===== config.mk =====
export PLATFORM = sky130hd
export DESIGN_NAME = irq_router
export DESIGN_NICKNAME = d
export VERILOG_FILES = /design/src/rtl/irq_router_pkg.sv /design/src/rtl/irq_pin_tracker.sv /design/src/rtl/irq_prio_pick.sv /design/src/rtl/irq_target_resolver.sv /design/src/rtl/irq_router.sv
export SDC_FILE = /design/constraint.sdc
export NUM_CORES = 1
export LEC_CHECK = 0
export BUFFER_PORTS_ARGS = -buffer_cell sky130_fd_sc_hd__buf_4
export CORE_MARGIN = 5
export CORE_UTILIZATION = 35
export DETAILED_ROUTE_END_ITERATION = 8
export PLACE_DENSITY_LB_ADDON = 0.05
export SLEW_MARGIN = 30
export SYNTH_ARGS = -nofsm -noshare
export SYNTH_HDL_FRONTEND = slang
export SYNTH_SLANG_ARGS = --single-unit

===== constraint.sdc =====
create_clock -name clk -period 56.2 [get_ports clk]
set_input_delay 5.62 -clock clk [delete_from_list [all_inputs] [get_ports clk]]
set_output_delay 5.62 -clock clk [all_outputs]
set_load 0.1 [all_outputs]

===== src/rtl/irq_router_pkg.sv =====
package irq_router_pkg;

    typedef struct packed {
        logic       mask;       // 22
        logic       trigger;    // 21
        logic       polarity;   // 20
        logic       dest_mode;  // 19, 1 = logical
        logic [2:0] delivery;   // 18:16
        logic [7:0] vector;     // 15:8
        logic [7:0] dest;       // 7:0
    } route_entry_t;

    localparam int ENTRY_W = $bits(route_entry_t);

    localparam logic [2:0] DLV_FIXED  = 3'b000;
    localparam logic [2:0] DLV_LOWPRI = 3'b001;
    localparam logic [2:0] DLV_EXTINT = 3'b111;
    localparam logic [7:0] DEST_BCAST = 8'hFF;

    typedef enum logic [1:0] {
        ST_IDLE    = 2'd0,
        ST_RESOLVE = 2'd1,
        ST_OFFER   = 2'd2
    } router_state_t;

endpackage


===== src/rtl/irq_pin_tracker.sv =====
module irq_pin_tracker #(
    parameter int NUM_PINS = 8
) (
    input  logic                clk,
    input  logic                rst_n,
    input  logic [NUM_PINS-1:0] pin_i,
    input  logic [NUM_PINS-1:0] clr_i,
    output logic [NUM_PINS-1:0] pend_o
);
    logic [NUM_PINS-1:0] pin_q;
    logic [NUM_PINS-1:0] pend_q;
    logic [NUM_PINS-1:0] rise;

    assign rise   = pin_i & ~pin_q;
    assign pend_o = pend_q;

    always_ff @(posedge clk) begin
        if (!rst_n) begin
            pin_q  <= '0;
            pend_q <= '0;
        end else begin
            pin_q  <= pin_i;
            pend_q <= (pend_q & ~clr_i) | rise;
        end
    end

    // Only one pending event is taken per cycle.
    assert_clear_onehot_R10: assert property (@(posedge clk) disable iff (!rst_n)
        $onehot0(clr_i));

    // A pending bit appears only after a low-to-high transition of its pin.
    assert_pend_needs_edge_R1: assert property (@(posedge clk) disable iff (!rst_n)
        1'b1 |=> ((pend_q & ~$past(pend_q) & ~($past(pin_i) & ~$past(pin_q))) == '0));
endmodule


===== src/rtl/irq_prio_pick.sv =====
module irq_prio_pick #(
    parameter int NUM_PINS = 8,
    localparam int IDX_W = (NUM_PINS > 1) ? $clog2(NUM_PINS) : 1
) (
    input  logic [NUM_PINS-1:0] req_i,
    output logic [NUM_PINS-1:0] gnt_o,
    output logic [IDX_W-1:0]    idx_o,
    output logic                any_o
);
    always_comb begin
        gnt_o = '0;
        idx_o = '0;
        any_o = 1'b0;
        for (int i = NUM_PINS - 1; i >= 0; i--) begin
            if (req_i[i]) begin
                gnt_o = '0;
                gnt_o[i] = 1'b1;
                idx_o = IDX_W'(i);
                any_o = 1'b1;
            end
        end
    end
endmodule


===== src/rtl/irq_target_resolver.sv =====
module irq_target_resolver
    import irq_router_pkg::*;
#(
    parameter int NUM_CPUS = 4,
    parameter int OFS_W    = 16,
    localparam int CNT_W   = $clog2(NUM_CPUS + 1)
) (
    input  logic                  dest_mode_i,
    input  logic [2:0]            delivery_i,
    input  logic [7:0]            dest_i,
    input  logic [NUM_CPUS*8-1:0] cpu_ldr_i,
    input  logic [OFS_W-1:0]      offset_i,
    output logic [NUM_CPUS-1:0]   targets_o,
    output logic                  fault_o,
    output logic                  advance_o
);
    logic [NUM_CPUS-1:0] phys_set;
    logic [NUM_CPUS-1:0] logic_set;
    logic [NUM_CPUS-1:0] rot_pick;
    logic [CNT_W-1:0]    match_cnt;
    logic [OFS_W-1:0]    rot_pos;
    logic                is_lowpri;

    assign is_lowpri = (delivery_i == DLV_LOWPRI);

    genvar g;
    generate
        for (g = 0; g < NUM_CPUS; g++) begin : g_cpu
            assign logic_set[g] = (cpu_ldr_i[g*8 +: 8] & dest_i) != 8'h00;
            assign phys_set[g]  = (dest_i == DEST_BCAST) || (dest_i == 8'(g));
        end
    endgenerate

    always_comb begin
        match_cnt = '0;
        for (int i = 0; i < NUM_CPUS; i++) begin
            match_cnt = match_cnt + CNT_W'(logic_set[i]);
        end
    end

    assign rot_pos = (match_cnt == '0) ? '0 : (offset_i % OFS_W'(match_cnt));

    always_comb begin
        logic [OFS_W-1:0] seen;
        seen     = '0;
        rot_pick = '0;
        for (int i = 0; i < NUM_CPUS; i++) begin
            if (logic_set[i]) begin
                if (seen == rot_pos) rot_pick[i] = 1'b1;
                seen = seen + 1'b1;
            end
        end
    end

    always_comb begin
        fault_o   = 1'b0;
        advance_o = 1'b0;
        if (dest_mode_i) begin
            targets_o = is_lowpri ? rot_pick : logic_set;
            advance_o = is_lowpri && (match_cnt != '0);
        end else begin
            fault_o   = is_lowpri;
            targets_o = is_lowpri ? '0 : phys_set;
        end
    end
endmodule


===== src/rtl/irq_router.sv =====
module irq_router
    import irq_router_pkg::*;
#(
    parameter int NUM_PINS = 8,
    parameter int NUM_CPUS = 4,
    parameter int OFS_W    = 16,
    localparam int TBL_W   = NUM_PINS * ENTRY_W,
    localparam int IDX_W   = (NUM_PINS > 1) ? $clog2(NUM_PINS) : 1
) (
    input  logic                  clk,
    input  logic                  rst_n,
    input  logic [NUM_PINS-1:0]   pin_i,
    input  logic [TBL_W-1:0]      route_tbl_i,
    input  logic [NUM_CPUS*8-1:0] cpu_ldr_i,
    input  logic [7:0]            ext_vector_i,
    input  logic                  msg_ready_i,
    output logic                  msg_valid_o,
    output logic [7:0]            msg_vector_o,
    output logic [2:0]            msg_delivery_o,
    output logic                  msg_dest_mode_o,
    output logic                  msg_level_o,
    output logic                  msg_trigger_o,
    output logic [7:0]            msg_dest_o,
    output logic [NUM_CPUS-1:0]   msg_targets_o,
    output logic                  lowpri_err_o
);
    router_state_t state_q, state_d;

    route_entry_t        tbl [NUM_PINS];
    route_entry_t        ent_q;
    logic [7:0]          vec_q;
    logic [NUM_CPUS-1:0] tgt_q;
    logic [OFS_W-1:0]    ofs_q;
    logic                err_q;

    logic [NUM_PINS-1:0] pend;
    logic [NUM_PINS-1:0] gnt;
    logic [NUM_PINS-1:0] clr;
    logic [IDX_W-1:0]    pick_idx;
    logic                pick_any;
    logic [NUM_CPUS-1:0] res_targets;
    logic                res_fault;
    logic                res_advance;
    route_entry_t        cur_ent;

    genvar g;
    generate
        for (g = 0; g < NUM_PINS; g++) begin : g_tbl
            assign tbl[g] = route_entry_t'(route_tbl_i[g*ENTRY_W +: ENTRY_W]);
        end
    endgenerate

    irq_pin_tracker #(.NUM_PINS(NUM_PINS)) u_tracker (
        .clk   (clk),
        .rst_n (rst_n),
        .pin_i (pin_i),
        .clr_i (clr),
        .pend_o(pend)
    );

    irq_prio_pick #(.NUM_PINS(NUM_PINS)) u_pick (
        .req_i(pend),
        .gnt_o(gnt),
        .idx_o(pick_idx),
        .any_o(pick_any)
    );

    irq_target_resolver #(.NUM_CPUS(NUM_CPUS), .OFS_W(OFS_W)) u_resolve (
        .dest_mode_i(ent_q.dest_mode),
        .delivery_i (ent_q.delivery),
        .dest_i     (ent_q.dest),
        .cpu_ldr_i  (cpu_ldr_i),
        .offset_i   (ofs_q),
        .targets_o  (res_targets),
        .fault_o    (res_fault),
        .advance_o  (res_advance)
    );

    assign cur_ent = tbl[pick_idx];
    assign clr     = (state_q == ST_IDLE) ? gnt : '0;

    // Next-state logic
    always_comb begin
        state_d = state_q;
        unique case (state_q)
            ST_IDLE: begin
                if (pick_any && !cur_ent.mask) state_d = ST_RESOLVE;   // IDLE_TO_RESOLVE
            end
            ST_RESOLVE: begin
                if (res_fault)                state_d = ST_IDLE;       // RESOLVE_FAULT
                else if (res_targets == '0)   state_d = ST_IDLE;       // RESOLVE_EMPTY
                else                          state_d = ST_OFFER;      // RESOLVE_TO_OFFER
            end
            ST_OFFER: begin
                if (msg_ready_i)              state_d = ST_IDLE;       // OFFER_DONE
            end
            default:                          state_d = ST_IDLE;
        endcase
    end

    // State register
    always_ff @(posedge clk) begin
        if (!rst_n) state_q <= ST_IDLE;
        else        state_q <= state_d;
    end

    // Message and rotation registers
    always_ff @(posedge clk) begin
        if (!rst_n) begin
            ent_q <= '0;
            vec_q <= '0;
            tgt_q <= '0;
            ofs_q <= '0;
            err_q <= 1'b0;
        end else begin
            err_q <= 1'b0;
            unique case (state_q)
                ST_IDLE: begin
                    if (pick_any) begin
                        ent_q <= cur_ent;
                        vec_q <= (cur_ent.delivery == DLV_EXTINT) ? ext_vector_i : cur_ent.vector;
                    end
                end
                ST_RESOLVE: begin
                    tgt_q <= res_targets;
                    err_q <= res_fault;
                    if (res_advance) ofs_q <= ofs_q + 1'b1;
                end
                ST_OFFER: ;
                default: ;
            endcase
        end
    end

    // Outputs
    always_comb begin
        msg_valid_o     = (state_q == ST_OFFER);
        msg_vector_o    = vec_q;
        msg_delivery_o  = ent_q.delivery;
        msg_dest_mode_o = ent_q.dest_mode;
        msg_level_o     = ent_q.polarity;
        msg_trigger_o   = ent_q.trigger;
        msg_dest_o      = ent_q.dest;
        msg_targets_o   = tgt_q;
        lowpri_err_o    = err_q;
    end

    assert_hold_until_ready_R10: assert property (@(posedge clk) disable iff (!rst_n)
        msg_valid_o && !msg_ready_i |=> msg_valid_o && $stable(msg_targets_o)
            && $stable(msg_vector_o) && $stable(msg_dest_o) && $stable(msg_delivery_o));

    assert_targets_nonempty_R5: assert property (@(posedge clk) disable iff (!rst_n)
        msg_valid_o |-> msg_targets_o != '0);

    assert_lowpri_single_R8: assert property (@(posedge clk) disable iff (!rst_n)
        msg_valid_o && msg_dest_mode_o && msg_delivery_o == DLV_LOWPRI
            |-> $countones(msg_targets_o) == 1);

    assert_err_without_msg_R6: assert property (@(posedge clk) disable iff (!rst_n)
        lowpri_err_o |-> !msg_valid_o);

    assert_offset_step_R9: assert property (@(posedge clk) disable iff (!rst_n)
        1'b1 |=> (ofs_q == $past(ofs_q)) || (ofs_q == $past(ofs_q) + 1'b1));
endmodule


==> metrics <==
element type at the critical path end register; register bit total from synthesis around 60; RD Place Congestion 0.8768; hold buffer count at cts 0; Worst Path Max Fanout 18; post-synthesis instance area 10080 sq um; Ant. Diodes 0; count of vias placed by the detailed router 11090; unrepaired setup endpoints after global routing no; layout filler cell count 3015; final routed wirelength across all metal layers ~40 mm; signal arrival time at the worst endpoint 40.59 ns; storage element area approximately 1200 sq um; Final HPWL DP around 34 mm; Final period util 71.86%; number of port buffers about 260; final number of max-transition violations 0; most common cell in the netlist sky130_fd_sc_hd__nand2_1; 1st-pass router iterations 5; number of clock buffers inserted by TritonCTS 9; number of nets in the finished design between 1500 and 2000; DR vias/cell 5.862; Synth async-reset ratio 0%; critical path data required time 56.40 ns; WL per Instance 21.28 microns; CTS max path bufs 2; area growth from synthesis to layout 26.03%; synth cell count leaders sky130_fd_sc_hd__nand2_1, sky130_fd_sc_hd__nor2_1, sky130_fd_sc_hd__a21oi_1; final setup violation count 0; critical path's top delay family simple AND/OR/NAND/NOR gates; sequential share of the synthesized area 12.12%; maximum capacitance violations 0; type of the worst setup path input pin to register; cell chosen for the clock root sky130_fd_sc_hd__clkbuf_16; outcome finished, final reports clean; share of Yosys cell area claimed by the top area cell type 12.12%; CTS Sinks a little over 60; number of gates given a new drive strength after cts 0; count of endpoints failing hold in the final timing report 0; core footprint between 20000 and 30000 sq um; vias in the first global route 10950; clock latency of the later-clocked register in the worst-skew pair 0.34 ns; post-synthesis cell type with the largest combined area sky130_fd_sc_hd__dfxtp_1; maximum number of pins on one net before global-route repair 62; Distinct cells, synth 120; clk_skew 0.01528 ns; die height 179.7 microns; maximum operating frequency roughly 0.025 GHz; DRC violation count after routing 0; Slew @ Worst Pin 0.9087 ns; startpoint type of the worst setup path input pin; share of layout cells above drive strength 1 27.94%; multi-input combinational cell area ~8500 sq um; Antenna Violating Nets Remaining 0; clock-pin slew reported for the worst setup and hold paths after clock tree synthesis 0.06 ns; GR Util All Layers 23.72%; die extent in x 179.7 microns; CP max stage cell sky130_fd_sc_hd__a21oi_1; post-synthesis net count between 1500 and 2000; path type of the worst min-delay path register to register; Synth area leaders sky130_fd_sc_hd__dfxtp_1, sky130_fd_sc_hd__mux4_2, sky130_fd_sc_hd__ha_1; detailed router's first-iteration violation count 712; delay of the slowest cell on the worst path 0.75 ns; aggregate negative setup slack 0 ns; relative max-transition margin 39.29%; EDFF count, synth 0; initial cell density of the core about a third; post-CTS setup buffer count 0; global route overflow 0; TritonCTS clock tree yes; Yosys warning count 0; Max H-tree Level 3; predominant post-synthesis flop cell sky130_fd_sc_hd__dfxtp_1; top-level port count 263; die area about 32000 sq um; Avg Synthesized Cell Area 7.847 sq um; global-route wire length before repair 62.08 mm; post-layout minimum cycle time 40.38 ns; FP Rows 62; most numerous cell on the critical path sky130_fd_sc_hd__ha_1; number of antenna violations at the first check in global routing 0; synthesized netlist cell count 1284; total buffers and inverters traversed by the critical path 8
## tightest hold or removal path: stages (launching register included)
cell,delay (ns)
sky130_fd_sc_hd__dfxtp_1,0.31
sky130_fd_sc_hd__nand2_1,0.05
sky130_fd_sc_hd__o22ai_1,0.06
## per-layer routing
layer	wire length [microns]	GRT usage, %
met1	18010	31.10
met2	19400	40.87
met3	2253	4.608
met4	578	4.694
met5	0	0
## cell type report
class	instances	area share [%]
Clock buffer	12	2.099
Clock inverter	3	0.5321
Inverter	29	0.8572
Multi-Input combinational cell	1134	67.27
Sequential cell	61	9.617
Tap cell	384	3.784
Timing Repair Buffer	268	15.84
## path summary, 6_finish.rpt
path | from | end | slack [ns] | depth (start not counted)
worst max-delay path | cpu_ldr_i[0] | state_q[1]$_SDFFE_PN0P_ | 15.82 | 139
worst min-delay path | msg_targets_o[1]$_SDFFE_PN0P_ | msg_targets_o[1]$_SDFFE_PN0P_ | 0.48 | 2
worst max register to register | msg_dest_o[0]$_SDFFE_PN0P_ | state_q[1]$_SDFFE_PN0P_ | 20.59 | 138
worst min register to register | msg_targets_o[1]$_SDFFE_PN0P_ | msg_targets_o[1]$_SDFFE_PN0P_ | 0.48 | 2
## cell usage in the layout, fill, tap and decap left out, types with 5 or more instances in the layout
cell,count
sky130_fd_sc_hd__a211o_1,9
sky130_fd_sc_hd__a211oi_1,17
sky130_fd_sc_hd__a21boi_0,8
sky130_fd_sc_hd__a21o_1,12
sky130_fd_sc_hd__a21oi_1,69
sky130_fd_sc_hd__a22oi_1,18
sky130_fd_sc_hd__a31oi_1,12
sky130_fd_sc_hd__and2_1,54
sky130_fd_sc_hd__and3_1,19
sky130_fd_sc_hd__buf_4,268
sky130_fd_sc_hd__clkbuf_16,9
sky130_fd_sc_hd__dfxtp_1,61
sky130_fd_sc_hd__ha_1,53
sky130_fd_sc_hd__inv_1,28
sky130_fd_sc_hd__mux2_2,12
sky130_fd_sc_hd__mux2i_1,24
sky130_fd_sc_hd__mux4_2,46
sky130_fd_sc_hd__nand2_1,130
sky130_fd_sc_hd__nand2b_1,21
sky130_fd_sc_hd__nand3_1,33
sky130_fd_sc_hd__nand4_1,17
sky130_fd_sc_hd__nor2_1,101
sky130_fd_sc_hd__nor2b_1,26
sky130_fd_sc_hd__nor3_1,51
sky130_fd_sc_hd__nor3b_1,8
sky130_fd_sc_hd__nor4_1,8
sky130_fd_sc_hd__o211a_1,22
sky130_fd_sc_hd__o211ai_1,14
sky130_fd_sc_hd__o211ai_2,5
sky130_fd_sc_hd__o21a_1,23
sky130_fd_sc_hd__o21ai_0,64
sky130_fd_sc_hd__o21ai_1,11
sky130_fd_sc_hd__o22ai_1,8
sky130_fd_sc_hd__o31a_1,5
sky130_fd_sc_hd__o31ai_1,11
sky130_fd_sc_hd__or2_2,9
sky130_fd_sc_hd__or3_1,17
sky130_fd_sc_hd__xnor2_1,46
sky130_fd_sc_hd__xor2_1,9
## flip-flops by register name, indices dropped and copies added (netlist names)
name,count
msg_vector_o,8
msg_trigger_o,1
lowpri_err_o,1
u_tracker.pin_q,8
msg_level_o,1
state_q,2
msg_dest_o,8
msg_dest_mode_o,1
u_tracker.pend_o,8
ofs_q,16
msg_delivery_o,3
msg_targets_o,4
## metrics by stage
stage	std cells	setup WS, ns	util [%]	hold slack [ns]	area, sq um
6_report	1891	15.82	44.48	0.4778	12700
4_1_cts	1891	16.01	44.48	0.4846	12700
5_1_grt	1891	11.86	44.48	0.5006	12700
3_5_place_dp	1876	15.79	43.31	0.4739	12360
3_3_place_gp	1876	16.88	43.29	0.4737	12360
2_1_floorplan	1284	22.03	-	0.4705	10080
## cell families after synthesis
kind of cell             share of synthesized area [%]
buffers and inverters                            3.502
multiplexers                                     14.44
XOR/XNOR                                         4.942
flip-flops                                       12.12
AO/OA/AOI/OAI                                    29.88
adder cells (fa/ha/maj)                          6.780
AND/OR/NAND/NOR                                  28.34
Power is not shown: default switching activity piles up to over one toggle a cycle in this logic, so the estimate is an artifact.
